## config.mk

```make
export PLATFORM = sky130hd
export DESIGN_NAME = smb_bank_decoder
export DESIGN_NICKNAME = d
export VERILOG_FILES = /design/src/rtl/smb_bank_pkg.sv /design/src/rtl/smb_cfg_regs.sv /design/src/rtl/smb_addr_match.sv /design/src/rtl/smb_sensor_bank.sv /design/src/rtl/smb_bank_decoder.sv
export SDC_FILE = /design/constraint.sdc
export NUM_CORES = 1
export LEC_CHECK = 0
export BUFFER_PORTS_ARGS = -buffer_cell sky130_fd_sc_hd__buf_2
export CELL_PAD_IN_SITES_DETAIL_PLACEMENT = 2
export CELL_PAD_IN_SITES_GLOBAL_PLACEMENT = 2
export CORE_MARGIN = 2
export CORE_UTILIZATION = 33
export CTS_CLUSTER_SIZE = 12
export DETAILED_ROUTE_END_ITERATION = 6
export PLACE_DENSITY_LB_ADDON = 0.1
export SYNTH_ARGS = -nofsm -noshare
export SYNTH_HDL_FRONTEND = slang
export SYNTH_SLANG_ARGS = --single-unit
```

## constraint.sdc

```tcl
create_clock -name clk -period 2.8 [get_ports clk]
set_input_delay 0.28 -clock clk [delete_from_list [all_inputs] [get_ports clk]]
set_output_delay 0.28 -clock clk [all_outputs]
set_load 0.005 [all_outputs]
```

## src/rtl/smb_bank_pkg.sv

```systemverilog
package smb_bank_pkg;

  typedef enum logic [2:0] {
    KIND_SEND = 3'd0,
    KIND_RECV = 3'd1,
    KIND_WRB  = 3'd2,
    KIND_RDB  = 3'd3,
    KIND_WRW  = 3'd4,
    KIND_RDW  = 3'd5
  } txn_kind_e;

  // Each sensor slot uses a 4-bit field: 3-bit offset plus disable bit.
  localparam int SLOT_FIELD_W = 4;
  localparam int SLOT_OFS_W   = 3;

  localparam logic [7:0] REG_MAIN_ADDR = 8'h48;
  localparam logic [7:0] REG_SLOT_CFG  = 8'h4A;
  // Bank registers live at 0x50..0x56: upper five bits 01010.
  localparam logic [4:0] BANK_PAGE     = 5'h0A;

  localparam logic [7:0] HYST_RST = 8'h4B;
  localparam logic [7:0] OVER_RST = 8'h50;

  // Bank-local index (low three bits) of the first register of a word pair.
  function automatic logic [2:0] pair_first(input logic [1:0] sel);
    case (sel)
      2'd0:    pair_first = 3'd0;
      2'd1:    pair_first = 3'd2;
      2'd2:    pair_first = 3'd3;
      default: pair_first = 3'd5;
    endcase
  endfunction

  // Bank-local index of the second register; configuration pairs with itself.
  function automatic logic [2:0] pair_second(input logic [1:0] sel);
    case (sel)
      2'd0:    pair_second = 3'd1;
      2'd1:    pair_second = 3'd2;
      2'd2:    pair_second = 3'd4;
      default: pair_second = 3'd6;
    endcase
  endfunction

endpackage

```

## src/rtl/smb_cfg_regs.sv

```systemverilog
module smb_cfg_regs #(
  parameter int               ADDR_W   = 7,
  parameter int               DATA_W   = 8,
  parameter logic [ADDR_W-1:0] MAIN_RST = 7'h2D,
  parameter logic [DATA_W-1:0] SLOT_RST = 8'h01
) (
  input  logic              clk,
  input  logic              rst_n,
  input  logic              main_we,
  input  logic              slot_we,
  input  logic [DATA_W-1:0] wr_data,
  input  logic              idx_we,
  input  logic [DATA_W-1:0] idx_data,
  output logic [ADDR_W-1:0] main_addr,
  output logic [DATA_W-1:0] slot_cfg,
  output logic [DATA_W-1:0] index
);

  logic [ADDR_W-1:0] main_q, main_d;
  logic [DATA_W-1:0] slot_q, slot_d;
  logic [DATA_W-1:0] idx_q,  idx_d;

  always_comb begin
    main_d = main_q;
    slot_d = slot_q;
    idx_d  = idx_q;
    if (main_we) main_d = wr_data[ADDR_W-1:0];
    if (slot_we) slot_d = wr_data;
    if (idx_we)  idx_d  = idx_data;
  end

  always_ff @(posedge clk or negedge rst_n) begin
    if (!rst_n) begin
      main_q <= MAIN_RST;
      slot_q <= SLOT_RST;
      idx_q  <= '0;
    end else begin
      if (main_we) main_q <= main_d;
      if (slot_we) slot_q <= slot_d;
      if (idx_we)  idx_q  <= idx_d;
    end
  end

  assign main_addr = main_q;
  assign slot_cfg  = slot_q;
  assign index     = idx_q;

  AST_CFG_HOLD: assert property (@(posedge clk) disable iff (!rst_n)
    (!main_we && !slot_we && !idx_we) |=> ($stable(main_q) && $stable(slot_q) && $stable(idx_q)));

endmodule

```

## src/rtl/smb_addr_match.sv

```systemverilog
module smb_addr_match
  import smb_bank_pkg::*;
#(
  parameter int                ADDR_W   = 7,
  parameter int                NUM_SNS  = 2,
  parameter logic [ADDR_W-1:0] SNS_BASE = 7'h48
) (
  input  logic [ADDR_W-1:0]              addr,
  input  logic [ADDR_W-1:0]              main_addr,
  input  logic [SLOT_FIELD_W*NUM_SNS-1:0] slot_cfg,
  output logic                           hit_main,
  output logic [NUM_SNS-1:0]             hit_sns
);

  logic [NUM_SNS-1:0] raw_hit;

  for (genvar k = 0; k < NUM_SNS; k++) begin : g_slot
    logic [SLOT_FIELD_W-1:0] field;
    logic [ADDR_W-1:0]       slot_addr;
    assign field     = slot_cfg[k*SLOT_FIELD_W +: SLOT_FIELD_W];
    assign slot_addr = SNS_BASE + ADDR_W'(field[SLOT_OFS_W-1:0]);
    assign raw_hit[k] = !field[SLOT_FIELD_W-1] && (addr == slot_addr);
  end

  assign hit_main = (addr == main_addr);

  // Fixed priority: main, then lower slot numbers.
  always_comb begin
    logic taken;
    taken   = hit_main;
    hit_sns = '0;
    for (int k = 0; k < NUM_SNS; k++) begin
      if (raw_hit[k] && !taken) begin
        hit_sns[k] = 1'b1;
        taken      = 1'b1;
      end
    end
  end

endmodule

```

## src/rtl/smb_sensor_bank.sv

```systemverilog
module smb_sensor_bank
  import smb_bank_pkg::*;
#(
  parameter int DATA_W = 8
) (
  input  logic                clk,
  input  logic                rst_n,
  input  logic [2*DATA_W-1:0] temp_in,
  input  logic                p0_en,
  input  logic [2:0]          p0_idx,
  input  logic [DATA_W-1:0]   p0_data,
  input  logic                p1_en,
  input  logic [2:0]          p1_idx,
  input  logic [DATA_W-1:0]   p1_data,
  input  logic [2:0]          rd_a_idx,
  input  logic [2:0]          rd_b_idx,
  output logic [DATA_W-1:0]   rd_a_data,
  output logic [DATA_W-1:0]   rd_b_data
);

  // Indices 0 and 1 are the live temperature bytes; 2..6 are stored.
  localparam int FIRST_RW = 2;
  localparam int NSTORE   = 5;

  logic [DATA_W-1:0] store_q [NSTORE];
  logic [DATA_W-1:0] store_d [NSTORE];

  for (genvar e = 0; e < NSTORE; e++) begin : g_cell
    localparam logic [2:0] IDX = 3'(e + FIRST_RW);
    localparam logic [DATA_W-1:0] RST_VAL =
      (IDX == 3'd3) ? DATA_W'(HYST_RST) :
      (IDX == 3'd5) ? DATA_W'(OVER_RST) : '0;

    logic wr_hit;
    assign wr_hit = (p0_en && p0_idx == IDX) || (p1_en && p1_idx == IDX);

    always_comb begin
      store_d[e] = store_q[e];
      if (p1_en && p1_idx == IDX)      store_d[e] = p1_data;
      else if (p0_en && p0_idx == IDX) store_d[e] = p0_data;
    end

    always_ff @(posedge clk or negedge rst_n) begin
      if (!rst_n)      store_q[e] <= RST_VAL;
      else if (wr_hit) store_q[e] <= store_d[e];
    end

    AST_BANK_HOLD: assert property (@(posedge clk) disable iff (!rst_n)
      (!p0_en && !p1_en) |=> $stable(store_q[e]));
  end

  function automatic logic [DATA_W-1:0] read_cell(input logic [2:0] idx);
    case (idx)
      3'd0:    read_cell = temp_in[2*DATA_W-1:DATA_W];
      3'd1:    read_cell = temp_in[DATA_W-1:0];
      3'd7:    read_cell = '0;
      default: read_cell = store_q[32'(idx) - FIRST_RW];
    endcase
  endfunction

  assign rd_a_data = read_cell(rd_a_idx);
  assign rd_b_data = read_cell(rd_b_idx);

endmodule

```

## src/rtl/smb_bank_decoder.sv

```systemverilog
module smb_bank_decoder
  import smb_bank_pkg::*;
#(
  parameter int ADDR_W    = 7,
  parameter int DATA_W    = 8,
  parameter bit SERIAL_EN = 1'b1,
  parameter logic [ADDR_W-1:0] MAIN_RST = 7'h2D,
  parameter logic [ADDR_W-1:0] SNS_BASE = 7'h48
) (
  input  logic                clk,
  input  logic                rst_n,
  input  logic                txn_valid,
  input  logic [2:0]          txn_kind,
  input  logic [ADDR_W-1:0]   txn_addr,
  input  logic [DATA_W-1:0]   txn_cmd,
  input  logic [2*DATA_W-1:0] txn_wdata,
  input  logic [4*DATA_W-1:0] sns_temp,
  output logic                rsp_valid,
  output logic                rsp_ack,
  output logic [2*DATA_W-1:0] rsp_data
);

  localparam int NUM_SNS = DATA_W / SLOT_FIELD_W;
  localparam int WORD_W  = 2 * DATA_W;
  localparam logic [DATA_W-1:0] SLOT_RST = SERIAL_EN ? DATA_W'(8'h01) : DATA_W'(8'h88);

  // configuration state
  logic [ADDR_W-1:0] main_addr;
  logic [DATA_W-1:0] slot_cfg;
  logic [DATA_W-1:0] index;
  logic              main_we, slot_we, idx_we;
  logic [DATA_W-1:0] cfg_wdata;

  smb_cfg_regs #(
    .ADDR_W(ADDR_W), .DATA_W(DATA_W), .MAIN_RST(MAIN_RST), .SLOT_RST(SLOT_RST)
  ) u_cfg (
    .clk(clk), .rst_n(rst_n),
    .main_we(main_we), .slot_we(slot_we), .wr_data(cfg_wdata),
    .idx_we(idx_we), .idx_data(txn_cmd),
    .main_addr(main_addr), .slot_cfg(slot_cfg), .index(index)
  );

  // address decode
  logic               hit_main;
  logic [NUM_SNS-1:0] hit_sns;

  smb_addr_match #(
    .ADDR_W(ADDR_W), .NUM_SNS(NUM_SNS), .SNS_BASE(SNS_BASE)
  ) u_match (
    .addr(txn_addr), .main_addr(main_addr), .slot_cfg(slot_cfg),
    .hit_main(hit_main), .hit_sns(hit_sns)
  );

  // sensor banks
  logic [NUM_SNS-1:0] p0_en, p1_en;
  logic [2:0]         p0_idx, p1_idx, rd_a_idx, rd_b_idx;
  logic [DATA_W-1:0]  p0_data, p1_data;
  logic [DATA_W-1:0]  rd_a_bank [NUM_SNS];
  logic [DATA_W-1:0]  rd_b_bank [NUM_SNS];

  for (genvar k = 0; k < NUM_SNS; k++) begin : g_bank
    smb_sensor_bank #(.DATA_W(DATA_W)) u_bank (
      .clk(clk), .rst_n(rst_n),
      .temp_in(sns_temp[k*WORD_W +: WORD_W]),
      .p0_en(p0_en[k]), .p0_idx(p0_idx), .p0_data(p0_data),
      .p1_en(p1_en[k]), .p1_idx(p1_idx), .p1_data(p1_data),
      .rd_a_idx(rd_a_idx), .rd_b_idx(rd_b_idx),
      .rd_a_data(rd_a_bank[k]), .rd_b_data(rd_b_bank[k])
    );
  end

  // read mux of the selected bank
  logic [DATA_W-1:0] sel_a, sel_b;
  always_comb begin
    sel_a = '0;
    sel_b = '0;
    for (int k = 0; k < NUM_SNS; k++) begin
      if (hit_sns[k]) begin
        sel_a = sel_a | rd_a_bank[k];
        sel_b = sel_b | rd_b_bank[k];
      end
    end
  end

  // register number and main-space read
  txn_kind_e         kind;
  logic [DATA_W-1:0] reg_sel;
  logic              in_bank;
  logic              sns_hit;
  logic              hit_any;
  logic [DATA_W-1:0] main_rd;

  assign kind    = txn_kind_e'(txn_kind);
  assign reg_sel = (kind == KIND_RECV) ? index : txn_cmd;
  assign in_bank = (reg_sel[DATA_W-1:3] == (DATA_W-3)'(BANK_PAGE)) && (reg_sel[2:0] != 3'd7);
  assign sns_hit = |hit_sns;
  assign hit_any = hit_main || sns_hit;

  always_comb begin
    if (reg_sel == DATA_W'(REG_MAIN_ADDR))     main_rd = DATA_W'(main_addr);
    else if (reg_sel == DATA_W'(REG_SLOT_CFG)) main_rd = slot_cfg;
    else                                       main_rd = '0;
  end

  // next-state of the transaction
  logic              rsp_valid_q, rsp_ack_q;
  logic [WORD_W-1:0] rsp_data_q;
  logic              ack_d;
  logic [WORD_W-1:0] data_d;
  logic              main_space_we;

  always_comb begin
    ack_d         = 1'b0;
    data_d        = '0;
    idx_we        = 1'b0;
    main_space_we = 1'b0;
    cfg_wdata     = txn_wdata[DATA_W-1:0];
    p0_en         = '0;
    p1_en         = '0;
    p0_idx        = reg_sel[2:0];
    p1_idx        = reg_sel[2:0];
    p0_data       = txn_wdata[DATA_W-1:0];
    p1_data       = txn_wdata[DATA_W-1:0];
    rd_a_idx      = reg_sel[2:0];
    rd_b_idx      = reg_sel[2:0];
    if (txn_valid && hit_any) begin
      unique case (kind)
        KIND_SEND: begin
          ack_d  = 1'b1;
          idx_we = 1'b1;
        end
        KIND_RECV, KIND_RDB: begin
          ack_d = 1'b1;
          if (sns_hit && in_bank) data_d = WORD_W'(sel_a);
          else                    data_d = WORD_W'(main_rd);
        end
        KIND_WRB: begin
          ack_d = 1'b1;
          if (sns_hit && in_bank) p0_en = hit_sns;
          else                    main_space_we = 1'b1;
        end
        KIND_RDW: begin
          ack_d = 1'b1;
          if (sns_hit) begin
            rd_a_idx = pair_first(txn_cmd[1:0]);
            rd_b_idx = pair_second(txn_cmd[1:0]);
            data_d   = {sel_b, sel_a};
          end else begin
            data_d   = {main_rd, main_rd};
          end
        end
        KIND_WRW: begin
          ack_d = 1'b1;
          if (sns_hit) begin
            if (txn_cmd[1:0] == 2'd1) begin
              p0_idx = 3'd2;
              p0_en  = hit_sns;
            end else begin
              p0_idx  = pair_first(txn_cmd[1:0]);
              p0_data = txn_wdata[WORD_W-1:DATA_W];
              p1_idx  = pair_second(txn_cmd[1:0]);
              p0_en   = hit_sns;
              p1_en   = hit_sns;
            end
          end else begin
            main_space_we = 1'b1;
          end
        end
        default: ack_d = 1'b0;
      endcase
    end
  end

  assign main_we = main_space_we && (reg_sel == DATA_W'(REG_MAIN_ADDR));
  assign slot_we = main_space_we && (reg_sel == DATA_W'(REG_SLOT_CFG));

  // response register
  always_ff @(posedge clk or negedge rst_n) begin
    if (!rst_n) begin
      rsp_valid_q <= 1'b0;
      rsp_ack_q   <= 1'b0;
      rsp_data_q  <= '0;
    end else begin
      rsp_valid_q <= txn_valid;
      if (txn_valid) begin
        rsp_ack_q  <= ack_d;
        rsp_data_q <= data_d;
      end
    end
  end

  assign rsp_valid = rsp_valid_q;
  assign rsp_ack   = rsp_ack_q;
  assign rsp_data  = rsp_data_q;

  AST_RSP_FOLLOWS: assert property (@(posedge clk) disable iff (!rst_n)
    txn_valid |=> rsp_valid);
  AST_IDLE_QUIET: assert property (@(posedge clk) disable iff (!rst_n)
    !txn_valid |=> !rsp_valid);
  AST_NACK_ZERO: assert property (@(posedge clk) disable iff (!rst_n)
    (rsp_valid && !rsp_ack) |-> (rsp_data == '0));
  AST_MISS_NO_WRITE: assert property (@(posedge clk) disable iff (!rst_n)
    (txn_valid && !hit_any) |=> ($stable(main_addr) && $stable(slot_cfg) && $stable(index)));

endmodule

```

Word level (Yosys, flattened, before mapping)
Index checks and enable logic that the tools add are counted.

Register bits: 121. Bits in latches: 0. Bits in writable memories: 0. Bits in read-only memories: 0. Input bits: 69. Output and inout bits: 18. Memories: 0.

Add/sub/neg operators: 4. $mul: 0. Divide/modulo/power cells: 0. $lt $le $gt $ge: 2. Equality and inequality tests: 28. Shift-type cells: 0. Mux-type cells: 88. Bitwise operators: 4. Reductions and logical operators: 71.

Operators with widths (number): 8-bit 2-to-1 mux (40); 8-bit binary-select mux with 3-bit select (4); 8-bit case mux with 3 select lines (4); 33-bit by 4-bit greater-or-equal comparator with 1-bit output (second input constant) (2); 32-bit inverter with 33-bit output (2); 3-bit 2-to-1 mux (14); 16-bit 2-to-1 mux (2); 16-bit case mux with 2 select lines (1); 3-bit == test (second input constant) (10); 1-bit logical AND (29); 7-bit == test (3); 2-bit AND reduction (10); 2-bit nonzero test (10); 3-bit by 2-bit == test with 1-bit output (second input constant) (6); 3-bit case mux with 3 select lines (2); 8-bit by 7-bit == test with 1-bit output (second input constant) (2); 8-bit OR (2); 7-bit by 3-bit adder with 7-bit output (first input constant) (2); 2-bit 2-to-1 mux (7); 3-bit case mux with 2 select lines (2); 1-bit logical OR (11); 1-bit 2-to-1 mux (10); 3-bit by 1-bit == test with 1-bit output (second input constant) (3); 3-bit logical NOT (3); other kinds (11) (16).

Longest topological paths before layout
Gate-level depths: netlist (run 1).

Depth in word-level cells: 24. Mapped depth: 13.

Hierarchy
A second synthesis (run 1) with hierarchy kept.

Cell total of the unflattened synthesis: 947. Area, all modules: 8827.2 um2.

Modules (own cells, without submodules): smb_sensor_bank (g_bank[0].u_bank) (times used 1, cells an instance 321, area each 2949.1 um2, sequential area each 1008.5 um2); smb_sensor_bank (g_bank[1].u_bank) (times used 1, cells an instance 322, area each 2945.3 um2, sequential area each 1008.5 um2); smb_bank_decoder (times used 1, cells an instance 234, area each 1786.7 um2, sequential area each 450.4 um2); smb_cfg_regs (times used 1, cells an instance 49, area each 960.9 um2, sequential area each 581.8 um2); smb_addr_match (times used 1, cells an instance 21, area each 185.2 um2, sequential area each 0.0 um2).

Worst setup path before layout (run 1)
Ideal clock, no wire load.

Path type: reg-to-reg. Start: register u_cfg.slot_q[2] (netlist: u_cfg.slot_cfg[2]). End: register g_bank[1].u_bank.store_q[0] in the netlist's numbering. Setup time: 0.125 ns. Arrival time: 2.868 ns. Path slack: -0.193 ns. Stages on the path, launching flop included: 11. Clock period less this slack: 2.993 ns. Path through: dfrtp_1 xor2_1 nor4_4 o21ai_2 or4_1 buf_4 nor2_4 a21oi_4 nor3_4 mux2_1 mux2_2.

Word-level cells in the longest chain between the ends: 16. Elaborated cells between the ends (all ways): 39. Those cells by class: add/sub: 1; eq/ne: 3; mux: 22; reduce/logical: 13.

RTL lines: start, declared (RTL line smb_cfg_regs.sv:20) `logic [DATA_W-1:0] slot_q, slot_d;`; start signal, assigned (RTL line smb_cfg_regs.sv:39) `if (slot_we) slot_q <= slot_d;`; 7-bit by 3-bit adder with 7-bit output (*) (RTL line smb_addr_match.sv:21) `assign slot_addr = SNS_BASE + ADDR_W'(field[SLOT_OFS_W-1:0]);`; 7-bit == test (*) (RTL line smb_addr_match.sv:22) `assign raw_hit[k] = !field[SLOT_FIELD_W-1] && (addr == slot_addr);`; 1-bit logical AND (*) (RTL line smb_addr_match.sv:22); 1-bit logical AND (*) (RTL line smb_addr_match.sv:33) `if (raw_hit[k] && !taken) begin`; 1-bit 2-to-1 mux (RTL line smb_addr_match.sv:33); 1-bit logical NOT (RTL line smb_addr_match.sv:33); 1-bit logical AND (RTL line smb_addr_match.sv:33); 1-bit 2-to-1 mux (RTL line smb_addr_match.sv:33); 2-bit OR reduction (RTL line smb_bank_decoder.sv:96) `assign sns_hit = |hit_sns;`; 3-bit 2-to-1 mux, or another cell as far along (RTL line smb_bank_decoder.sv:154) `if (sns_hit) begin`; 3-bit 2-to-1 mux, or another cell as far along (RTL line smb_bank_decoder.sv:127) `unique case (kind)`; 3-bit 2-to-1 mux or 2-bit case mux with 2 select lines (tied branches) (RTL line smb_bank_decoder.sv:126, smb_bank_decoder.sv:127); 3-bit == test, or another cell as far along (RTL line smb_sensor_bank.sv:35, smb_sensor_bank.sv:39); 1-bit logical AND, on equally long branches (RTL line smb_sensor_bank.sv:35, smb_sensor_bank.sv:39, smb_sensor_bank.sv:40); 2-bit nonzero test (no line) or 1-bit logical OR (tied branches); 2-bit AND reduction (no line); end signal, assigned by index (RTL line smb_sensor_bank.sv:45) `else if (wr_hit) store_q[e] <= store_d[e];`; end, declared (RTL line smb_sensor_bank.sv:25) `logic [DATA_W-1:0] store_q [NSTORE];`.

Mark *: on every way between the ends. The rest lies on a longest branch, timed or not. The select of a mux whose other input is x is not followed. A chain may end at the register's enable or synchronous reset.

Final worst setup path (run 1)
Start: register u_cfg.main_q[3] (netlist: u_cfg.main_addr[3]). End: register rsp_data_q[8] (netlist: rsp_data[8]).

Word-level cells in the longest chain between the ends: 23. Elaborated cells between the ends (all ways): 33. Those cells by class: add/sub: 1; eq/ne: 3; mux: 19; bitwise: 2; reduce/logical: 8.

RTL lines: start, declared (RTL line smb_cfg_regs.sv:19) `logic [ADDR_W-1:0] main_q, main_d;`; start signal, assigned (RTL line smb_cfg_regs.sv:38) `if (main_we) main_q <= main_d;`; 7-bit == test (*) (RTL line smb_addr_match.sv:25) `assign hit_main = (addr == main_addr);`; 1-bit logical NOT (RTL line smb_addr_match.sv:33); 1-bit logical AND (RTL line smb_addr_match.sv:33); 1-bit 2-to-1 mux (RTL line smb_addr_match.sv:33); 1-bit logical NOT (RTL line smb_addr_match.sv:33); 1-bit logical AND (RTL line smb_addr_match.sv:33); 1-bit 2-to-1 mux (RTL line smb_addr_match.sv:33); 2-bit OR reduction (RTL line smb_bank_decoder.sv:96); (+6 left out); 8-bit 2-to-1 mux (not written as such) (2 in series) (RTL line smb_sensor_bank.sv:57) `default: read_cell = store_q[32'(idx) - FIRST_RW];`; 8-bit case mux with 3 select lines (RTL line smb_sensor_bank.sv:53) `case (idx)`; 8-bit 2-to-1 mux (RTL line smb_bank_decoder.sv:78) `if (hit_sns[k]) begin`; 8-bit OR (RTL line smb_bank_decoder.sv:80) `sel_b = sel_b | rd_b_bank[k];`; 8-bit 2-to-1 mux (RTL line smb_bank_decoder.sv:78); 16-bit 2-to-1 mux (RTL line smb_bank_decoder.sv:144) `if (sns_hit) begin`; 16-bit case mux with 2 select lines (RTL line smb_bank_decoder.sv:127); 16-bit 2-to-1 mux (*) (RTL line smb_bank_decoder.sv:126) `if (txn_valid && hit_any) begin`; end signal, assigned (RTL line smb_bank_decoder.sv:187) `rsp_data_q <= data_d;`; end, declared (RTL line smb_bank_decoder.sv:107) `logic [WORD_W-1:0] rsp_data_q;`.

Marks and branches as above.

==> results.md, run 1 <==
- Status: complete, but fails checks
- Failing checks: negative setup slack
- Die footprint: 0.0264 sq mm
- Sink Count: 121
- Cell variety after synth: 77
- Port buffer count: 86
- CTS tree: yes
- First-pass GRT wire length: 75100 um
- WS Path Type: register to register
- Actual slew at the worst max-slew pin: 0.750 ns
- Root Buffer: clkbuf_16
- Nets: 1392
- Vias in the first global route: 10900
- WL per Instance: 39.7 um
- Final setup violation count: 111
- Area share of the leading cell type in the synthesized netlist: 31.4%
- Routed WL: 65800 um
- Grt ovf: 0
- Max-slew violations: 0
- Asr flop ratio synth: 100%
- Final Skew: 0.0234 ns
- Starting Density: 33.9%
- Minimum clock period: 3.56 ns
- Fmax: 281 MHz
- RSZ-0062 raised after global routing: true
- Clock Latency Late Sink: 0.48 ns
- Fin crit share: 127%
- Yosys reg bits: 121
- Synth Instances: 956
- Post-synthesis area per instance: 8.67 sq um
- Iter 0 DRT Violations: 1043
- Commonest non-fill, non-tap cell in the layout: buf_4
- Synthesized net count: 1029
- Max VDD drop: 382 uV
- Final worst slack: -0.764 ns
- Worst-case clock buffer depth: 2
- Register area share after synthesis: 36.8%
- Most area-consuming cells after synthesis: dfrtp_1 31%, nand2_1 9.1%, mux2_2 7.5%
- GRT Resource Usage Total: 39.5%
- Post-synth top area cell: dfrtp_1
- Initial antenna violation count: 0
- CTS Buf Count: 17
- Initial DRT Pass Iterations: 5
- CP Max Fanout: 5
- Die Wd: 162 um
- Reg area: 0.00305 sq mm
- Post-synth EDFFs: 0
- Row count: 57
- Pin count of the biggest net entering global routing: 46
- Most frequent cells in the layout: 225 x buf_4, 166 x nand2_1, 104 x dfrtp_1
- Yosys warnings: 0
- Mapped Area: 0.00828 sq mm
- Vias post-DR: 11000
- Final hold slack: 0.0777 ns
- Diode count: 0
- H-tree Lvls: 4
- Dpl hpwl: 34700 um
- Final ANT Viol Nets: 0
- PwrDens: 400 mW/mm^2
- Core ar.: 0.0245 sq mm
- Io pins: 87
- Crit path DAT: 3.96 ns
- Req. time, crit path: 3.20 ns
- Total power: 0.00554 W
- Synth Flop Type: dfrtp_1
- # fillers: 2438
- MaxCap Viol Count: 0
- Hold/Removal Path Class: input port to register
- Relative slew slack: 48.6%
- Footprint of the multi-input gates: 0.00640 sq mm
- Worst setup EP type: register
- Area growth, synth to finish: 67.1%
- Reg clk slew, reported paths: 0.08 ns
- Final GP Congestion: 0.960
- Drt via density: 6.65
- CP Launch Type: register
- Die height: 162 um
- Leakage: 6.00 nW
- Remaining DRCs: 0
- Share of cells above drive strength 1: 56.2%
- Endpoints failing hold: 0
[synthesized netlist by cell type (17+ instances only)]
master / n
nand2_1: 200
dfrtp_1: 104
o21ai_1: 64
mux2i_1: 56
mux2_2: 55
a21oi_1: 51
nor2_1: 36
o21ai_0: 33
clkbuf_1: 24
buf_2: 21
a31oi_1: 20
nand3_1: 19
nor3_1: 19
dfstp_2: 17
[cells by family (layout without fill, tap and decap cells)]
logic type	count (synthesis)	after routing	synth area share, %
xor gates and xnor gates	13	13	1.37
adders and majority gates	4	4	0.604
DFF	121	121	36.8
buffers and inverters	65	437	3.49
AOI/OAI and AO/OA	280	280	21.9
muxes	120	120	15.5
and+or+nand+nor	353	357	20.3
[power breakdown]
part,internal (W),switching [W],leakage [nW]
clock,0.00144,0.00120,0.303
sequential,0.00176,0.0000122,1.63
combinational,0.000453,0.000676,4.07
total,0.00365,0.00189,6.00
[cell type report]
type,instances,area share [%]
Sequential cell,121,22.0
Multi-Input combinational cell,774,46.2
Timing Repair Buffer,390,23.9
Tap cell,324,2.93
Clock inverter,15,1.46
Clock buffer,17,3.07
Inverter,15,0.407
[critical path, cell delays in order (launching register included)]
cell and delay, ns:
dfstp_2 0.58, xnor2_2 0.14, nand4_1 0.20, buf_4 0.21
o21ai_4 0.28, o21ai_1 0.11, buf_4 0.19, o31a_1 0.10
buf_4 0.17, buf_6 0.13, nor3_2 0.59, a22o_1 0.42
a211oi_2 0.08, buf_4 0.17, nand3_1 0.08
[stage by stage]
step / instances / util, % / instance area [sq um] / TNS, ns / setup WS, ns
CTS: 1612 / 50.6 / 12400 / -7.03 / -0.235
detailed placement: 1551 / 44.6 / 10900 / -24.91 / -0.830
global route: 1656 / 56.6 / 13800 / -30.88 / -0.713
finish: 1656 / 56.6 / 13800 / -26.60 / -0.764
global placement: 1551 / 44.6 / 10900 / -16.21 / -0.777
floorplan: 956 / - / 8300 / -1.36 / -0.173
[metal layers]
layer | GRT usage (%) | up-vias | routed length [um] | share of wire, %
met1 | 47.4 | 5619 | 23200 | 35
met5 | 0 | - | 0 | 0
met2 | 67.2 | 792 | 30100 | 46
li1 | - | 4235 | - | -
met4 | 22.7 | 0 | 6910 | 10
met3 | 6.34 | 371 | 5540 | 8.4
[worst paths after layout]
path                                              startpoint                            to  slack [ns]  cells after the start
worst min-delay path                              txn_cmd[4]                u_cfg.index[4]        0.08                      2
worst max-delay path                      u_cfg.main_addr[3]                   rsp_data[8]       -0.76                     14
worst max register to register            u_cfg.main_addr[3]                   rsp_data[8]       -0.76                     14
worst min register to register  g_bank[0].u_bank.store_q[27]  g_bank[0].u_bank.store_q[27]        0.51                      2
max in group asynchronous                              rst_n  g_bank[0].u_bank.store_q[25]        1.60                      3
min in group asynchronous                              rst_n             u_cfg.slot_cfg[7]        0.39                      2
[sequential cells by signal, indices dropped and copies added, names as in the netlist]
signal                 count
rsp_valid                  1
rsp_data                  16
g_bank.u_bank.store_q     80
u_cfg.index                8
u_cfg.main_addr            7
rsp_ack                    1
u_cfg.slot_cfg             8
[repair_timing]
action / in CTS / in global routing
hold buffers: 1 / 0
pin swaps: 53 / 83
setup buffers: 27 / 43
gates cloned: 2 / 8
endpoints found under the hold margin: 38 / 0
gates resized for setup: 138 / 249
endpoints found under the setup margin: 111 / 117
(Power assumes the default switching activity.)
==> inputs of run 2 (changes only) <==
CORE_UTILIZATION = 34   (was 33)
SKIP_CTS_REPAIR_TIMING = 1   (was not set)
SYNTH_HIERARCHICAL = 1   (was not set)
==> run 2 against run 1 <==
  * Global-route usage is 9.0 points lower
  * The flow still finishes with violations (negative setup slack)
  * Highest routed layer unchanged
  * Flip-flop and latch count unchanged
  * Register-to-register slack got worse by 0.75 ns
  * Critical path type unchanged
  * Critical endpoint is now rsp_data[7]
==> results.md, run 2 <==
- Synth Flop Type: dfrtp_1 (unchanged)
- CP Max Fanout: 8 (was 5)
- Nets: 1320 (was 1392)
- Crit path from: u_cfg/main_addr[2] (was u_cfg.main_addr[3])
- WS Path Type: register to register (unchanged)
- WL met2: 27200 um (was 30100 um)
- Reg clk slew, reported paths: 0.07 ns (was 0.08 ns)
- WL per Instance: 35.0 um (was 39.7 um)
- Critical path's slowest cell: dfstp_2 (was nor3_2)
- Share of cells above drive strength 1: 53.6% (was 56.2%)
- Commonest non-fill, non-tap cell in the layout: buf_4 (unchanged)
- MaxCap Viol Count: 0 (unchanged)
- Post-synthesis area per instance: 9.32 sq um (was 8.67 sq um)
- Max Used Layer: met4 (unchanged)
- Worst-case clock buffer depth: 2 (unchanged)
- Area growth, synth to finish: 56.9% (was 67.1%)
- Max VDD drop: 558 uV (was 382 uV)
- Gate power share: 22.5% (was 20.4%)
- Io pins: 87 (unchanged)
- Sink Count: 121 (unchanged)
- Largest register FFs: 80 (unchanged)
- Final worst slack: -1.51 ns (was -0.764 ns)
- Die Wd: 165 um (was 162 um)
- M1 WL: 21800 um (was 23200 um)
- Cell variety after synth: 65 (was 77)
- Grt ovf: 0 (unchanged)
- Clk pwr share: 44.7% (was 47.7%)
- Crit path buf inv count: 4 (was 5)
- Actual slew at the worst max-slew pin: 0.703 ns (was 0.750 ns)
- Vias post-DR: 10200 (was 11000)
- Top delay family on crit path: compound AO/OA/AOI/OAI gates (unchanged)
- CP Launch Type: register (unchanged)
- Iter 0 DRT Violations: 882 (was 1043)
- Asr flop ratio synth: 100% (unchanged)
- Clock Latency Late Sink: 0.45 ns (was 0.48 ns)
- Register area share after synthesis: 34.5% (was 36.8%)
- Placed Area: 0.0114 sq mm (was 0.0109 sq mm)
- Leakage: 6.23 nW (was 6.00 nW)
- Largest register by flop count: g_bank.u_bank/store_q (was g_bank.u_bank.store_q)
- Post-synth EDFFs: 0 (unchanged)
- Crit path DAT: 4.61 ns (was 3.96 ns)
- GRT Resource Usage Total: 30.5% (was 39.5%)
- Status: complete, but fails checks (unchanged)
- Switching share of total power: 33.2% (was 34.0%)
- Remaining DRCs: 0 (unchanged)
- Area share of the leading cell type in the synthesized netlist: 29.5% (was 31.4%)
- Mapped Area: 0.00883 sq mm (was 0.00828 sq mm)
- Row count: 58 (was 57)
- Req. time, crit path: 3.10 ns (was 3.20 ns)
- Met3 WL: 3740 um (was 5540 um)
- Design Area, Final: 0.0138 sq mm (about the same)
- Hold/Removal Path Class: input port to register (unchanged)
- Die footprint: 0.0273 sq mm (was 0.0264 sq mm)
- Most area-consuming cells after synthesis: dfrtp_1 29%, mux2i_1 13%, a21oi_1 5.7% (was dfrtp_1 31%, nand2_1 9.1%, mux2_2 7.5%)
- Yosys warnings: 6 (was 0)
- PwrDens: 389 mW/mm^2 (was 400 mW/mm^2)
- Relative slew slack: 53.1% (was 48.6%)
- Final Skew: 0.0118 ns (was 0.0234 ns)
- Final GP Congestion: 0.894 (was 0.960)
- First-pass GRT wire length: 60900 um (was 75100 um)
- Synthesized net count: 1020 (was 1029)
- Final ANT Viol Nets: 0 (unchanged)
- Net Sw Power: 0.00179 W (was 0.00189 W)
- H-tree Lvls: 4 (unchanged)
- Fin crit share: 154% (was 127%)
- Max-slew violations: 0 (unchanged)
- Initial DRT Pass Iterations: 5 (unchanged)
- Synth Instances: 947 (was 956)
- Final hold slack: 0.0802 ns (was 0.0777 ns)
- Most frequent cells in the layout: 167 x buf_4, 104 x dfrtp_1, 100 x mux2i_1 (was 225 x buf_4, 166 x nand2_1, 104 x dfrtp_1)
- Minimum clock period: 4.31 ns (was 3.56 ns)
- Final setup violation count: 119 (was 111)
- Pin count of the biggest net entering global routing: 47 (was 46)
- CTS tree: yes (unchanged)
- Core ar.: 0.0253 sq mm (was 0.0245 sq mm)
- Root Buffer: clkbuf_16 (unchanged)
- Post-synth top area cell: dfrtp_1 (unchanged)
- Setup TNS: -109.30 ns (was -26.60 ns)
- Failing checks: negative setup slack (unchanged)
- Worst r2r src: u_cfg/main_addr[2] (was u_cfg.main_addr[3])
- Yosys reg bits: 121 (unchanged)
- Drt via density: 6.43 (was 6.65)
- Top cells by count, synth: 115 x mux2i_1, 104 x dfrtp_1, 100 x a21oi_1 (was 200 x nand2_1, 104 x dfrtp_1, 64 x o21ai_1)
- Cell-by-cell trace of the critical path: xnor2_2, nand4_1, nor4_4, buf_4, nor4_4, or2_4, nand2_8, nor3_4, a21oi_4, buf_6, buf_4, mux2_2, a21oi_1, a211oi_2, a22oi_2, inv_1, a32oi_1, o21ai_1 (was xnor2_2, nand4_1, buf_4, o21ai_4, o21ai_1, buf_4, o31a_1, buf_4, buf_6, nor3_2, a22o_1, a211oi_2, buf_4, nand3_1)
- CP max stage delay: 0.58 ns (was 0.59 ns)
- Initial antenna violation count: 1 (was 0)
- Port buffer count: 86 (unchanged)
- Layout Utilization: 54.7% (was 56.6%)
- CTS Buf Count: 17 (unchanged)
- Flop2flop setup slack: -1.51 ns (was -0.76 ns)
- Hold_sp: txn_cmd[6] (was txn_cmd[4])
- Starting Density: 34.9% (was 33.9%)
- Endpoints failing hold: 0 (unchanged)
- Vias in the first global route: 9668 (was 10900)
- Fmax: 232 MHz (was 281 MHz)
- Seq pwr share: 32.9% (was 32.0%)
- Dpl hpwl: 29900 um (was 34700 um)
- Die height: 165 um (was 162 um)
- Pint: 0.00360 W (was 0.00365 W)
- RSZ-0062 raised after global routing: true (unchanged)
- Routed WL: 55700 um (was 65800 um)
- Most instantiated library cell after synthesis: mux2i_1 (was nand2_1)
- Worst setup EP type: register (unchanged)
[run 2: power groups by stage]
stage | combinational [W] | clock (W) | sequential (W)
6_report | 0.00121 | 0.00240 | 0.00177
5_1_grt | 0.00123 | 0.00247 | 0.00177
4_1_cts | 0.000883 | 0.00238 | 0.00177
3_5_place_dp | 0.000874 | 0 | 0.00180
3_3_place_gp | 0.000853 | 0 | 0.00180
2_1_floorplan | 0.000383 | 0 | 0.00180
[run 2: kinds of logic after synthesis]
kind of cell	after synthesis	share of synthesized area (%)
adders and majority gates	4	0.567
muxes	176	23.1
and+or+nand+nor	254	15.0
buffers and inverters	87	4.92
AOI/OAI and AO/OA	292	20.5
DFF	121	34.5
xor gates and xnor gates	13	1.29
[run 2: area by class of cell]
class                      count  area, sq um
antenna                        1         2.50
fill                        2480        11500
inverter                      24         90.1
clock inverter                15          168
sequential                   121         3050
multi-input combinational    743         6600
tap                          330          413
clock buffer                  17          425
timing repair buffer         340         3100
[run 2: metal layers]
| metal | vias to the layer above | track usage [%] |
|---|---|---|
| met2 | 546 | 51.0 |
| met1 | 5379 | 40.5 |
| met3 | 172 | 4.65 |
| met4 | 0 | 10.0 |
| li1 | 4141 | - |
| met5 | - | 0 |
[run 2: path summary, 6_finish.rpt]
check,cells past startpoint,endpoint
setup / recovery,18,rsp_data[7]
setup reg to reg,18,rsp_data[7]
max in group asynchronous,3,g_bank[1].u_bank/store_q[27]
min in group asynchronous,2,u_cfg/index[6]
hold / removal,2,u_cfg/index[6]
hold reg to reg,1,rsp_data[10]
[run 2: metrics by stage]
| stage | setup slack (ns) | instances | power, W |
|---|---|---|---|
| after floorplan | -0.772 | 947 | 0.00218 |
| after detailed placement | -1.19 | 1494 | 0.00267 |
| final | -1.51 | 1591 | 0.00538 |
| after CTS | -1.27 | 1526 | 0.00503 |
| after global routing | -1.49 | 1590 | 0.00547 |
| after global placement | -1.08 | 1494 | 0.00265 |
==> inputs of run 3 (changes only) <==
CORE_UTILIZATION = 35   (was 34)
CTS_BUF_LIST = sky130_fd_sc_hd__clkbuf_4   (was not set)
==> run 3 against run 2 <==
  * The flow still finishes with violations (negative setup slack)
  * Sequential share of layout area increased by 1.5 points
  * Non-clock buffer count decreased by 23
  * Critical path depth increased by 1
  * Die area decreased by 2.8%
  * First-iteration DRC count decreased by 4.5%
  * Clock skew increased by 0.044 ns
  * Clock-buffer cell count increased by 1
  * Via count decreased by 4.9%
  * Highest routed layer unchanged
==> results.md, run 3 (synthesis results as in run 2) <==
- CTS Buf Count: 17 (unchanged)
- Routed WL: 50300 um (was 55700 um)
- Total power: 0.00448 W (was 0.00538 W)
- Core ar.: 0.0250 sq mm (was 0.0253 sq mm)
- R2R Path End: rsp_data[3] (was rsp_data[7])
- Clk pwr share: 36.4% (was 44.7%)
- Most frequent cells in the layout: 159 x buf_4, 104 x dfrtp_1, 97 x mux2i_1 (was 167 x buf_4, 104 x dfrtp_1, 100 x mux2i_1)
- Max-slew violations: 0 (unchanged)
- Final Skew: 0.0557 ns (was 0.0118 ns)
- Crit path DAT: 4.40 ns (was 4.61 ns)
- Crit path from: u_cfg/main_addr[2] (unchanged)
- Req. time, crit path: 3.24 ns (was 3.10 ns)
- Endpoints failing hold: 0 (unchanged)
- Root Buffer: clkbuf_4 (was clkbuf_16)
- Actual slew at the worst max-slew pin: 0.794 ns (was 0.703 ns)
- Drt via density: 6.21 (was 6.43)
- Fmax: 252 MHz (was 232 MHz)
- R2R cell count: 19 (was 18)
- Remaining DRCs: 0 (unchanged)
- Io pins: 87 (unchanged)
- Switching share of total power: 35.9% (was 33.2%)
- Final ANT Viol Nets: 0 (unchanged)
- Pint: 0.00287 W (was 0.00360 W)
- First-pass GRT wire length: 59200 um (was 60900 um)
- Failing checks: negative setup slack (unchanged)
- Final setup violation count: 119 (unchanged)
- Row count: 58 (unchanged)
- Final worst slack: -1.17 ns (was -1.51 ns)
- Pre-CTS WS: -1.34 ns (was -1.19 ns)
- Grt ovf: 0 (unchanged)
- Seq pwr share: 39.5% (was 32.9%)
- Commonest non-fill, non-tap cell in the layout: buf_4 (unchanged)
- Die Wd: 163 um (was 165 um)
- Max VDD drop: 276 uV (was 558 uV)
- Largest register FFs: 80 (unchanged)
- Relative slew slack: 46.6% (was 53.1%)
- Share of cells above drive strength 1: 48.0% (was 53.6%)
- Vias in the first global route: 9420 (was 9668)
- Dpl hpwl: 29800 um (was 29900 um)
- Vias post-DR: 9738 (was 10200)
- PwrDens: 345 mW/mm^2 (was 389 mW/mm^2)
- Leakage: 5.85 nW (was 6.23 nW)
- Flop2flop setup slack: -1.17 ns (was -1.51 ns)
- Clock Latency Late Sink: 0.62 ns (was 0.45 ns)
- Design Area, Final: 0.0130 sq mm (was 0.0138 sq mm)
- WS Path Type: register to register (unchanged)
- Die height: 163 um (was 165 um)
- CP Launch Type: register (unchanged)
- Worst setup EP type: register (unchanged)
- Area growth, synth to finish: 47.0% (was 56.9%)
- Hold endpoint: rsp_valid (was u_cfg/index[6])
- CP Max Fanout: 8 (unchanged)
- Gate power share: 24.1% (was 22.5%)
- H-tree Lvls: 4 (unchanged)
- Layout Utilization: 52.0% (was 54.7%)
- MaxCap Viol Count: 0 (unchanged)
- Sink Count: 121 (unchanged)
- Placed Area: 0.0113 sq mm (was 0.0114 sq mm)
- Hold Crit Depth: 2 (unchanged)
- Pin count of the biggest net entering global routing: 45 (was 47)
- Hold_sp: txn_valid (was txn_cmd[6])
- Starting Density: 35.4% (was 34.9%)
- Worst-case clock buffer depth: 2 (unchanged)
- Iter 0 DRT Violations: 842 (was 882)
- Setup TNS: -73.02 ns (was -109.30 ns)
- Minimum clock period: 3.97 ns (was 4.31 ns)
- Reg clk slew, reported paths: 0.15 ns (was 0.07 ns)
- Final GP Congestion: 0.897 (was 0.894)
- Fin crit share: 142% (was 154%)
- RSZ-0062 raised after global routing: true (unchanged)
- Port buffer count: 86 (unchanged)
- Status: complete, but fails checks (unchanged)
- Net Sw Power: 0.00161 W (was 0.00179 W)
- Initial antenna violation count: 2 (was 1)
- Worst r2r src: u_cfg/main_addr[2] (unchanged)
- Nets: 1297 (was 1320)
- Die footprint: 0.0265 sq mm (was 0.0273 sq mm)
- WL per Instance: 32.0 um (was 35.0 um)
- GRT Resource Usage Total: 30.0% (was 30.5%)
- Initial DRT Pass Iterations: 5 (unchanged)
- Hold/Removal Path Class: input port to register (unchanged)
- Largest register by flop count: g_bank.u_bank/store_q (unchanged)
- CTS tree: yes (unchanged)
## run 3: how the worst max path moves through the flow
stage	endpoint	slack, ns	depth (start not counted)
after global placement	rsp_data[1]	-1.20	19
after floorplan	rsp_data[0]	-0.77	19
after CTS	rsp_data[1]	-1.41	19
final	rsp_data[3]	-1.17	19
after global routing	rsp_data[1]	-1.23	19
after detailed placement	rsp_data[1]	-1.34	19
## run 3: power by group through the flow
stage	clock, W	sequential [W]	combinational (W)
floorplan	0	0.00180	0.000383
global placement	0	0.00180	0.000833
detailed placement	0	0.00180	0.000852
CTS	0.00160	0.00177	0.000857
global route	0.00169	0.00177	0.00111
finish	0.00163	0.00177	0.00108
## run 3: cell type report
type / instances / area (sq um)
Antenna cell: 2 / 5.00
Clock buffer: 18 / 135
Clock inverter: 14 / 186
Fill cell: 2571 / 12000
Inverter: 24 / 90.1
Multi-Input combinational cell: 743 / 6220
Sequential cell: 121 / 3050
Tap cell: 330 / 413
Timing Repair Buffer: 317 / 2880
## run 3: metrics by stage
step,cells,hold slack (ns)
global route,1568,0.0129
floorplan,947,-0.0156
detailed placement,1480,0.344
global placement,1480,0.340
CTS,1512,-0.314
finish,1569,0.0322
## run 3: metal layers
metal / up-vias / GRT usage, % / routed length, um
met4: 0 / 9.77 / 2550
li1: 4078 / - / -
met1: 5102 / 40.7 / 20600
met3: 134 / 3.46 / 2470
met2: 424 / 49.9 / 24600
met5: - / 0 / 0
## run 3: worst max-delay path, cell delays in order, from the launching register on
cell and delay, ns:
dfstp_2 0.59, xnor2_2 0.11, nand4_1 0.18, nor4_4 0.20
buf_4 0.18, nor4_4 0.05, or2_4 0.30, nand2_4 0.13
nor2_2 0.10, a21oi_4 0.17, buf_4 0.17, clkbuf_16 0.16
o21ai_0 0.12, o22ai_2 0.18, o22ai_1 0.17, a22o_1 0.27
nor2_1 0.13, o21ai_0 0.14, a32oi_1 0.30, o21ai_0 0.15
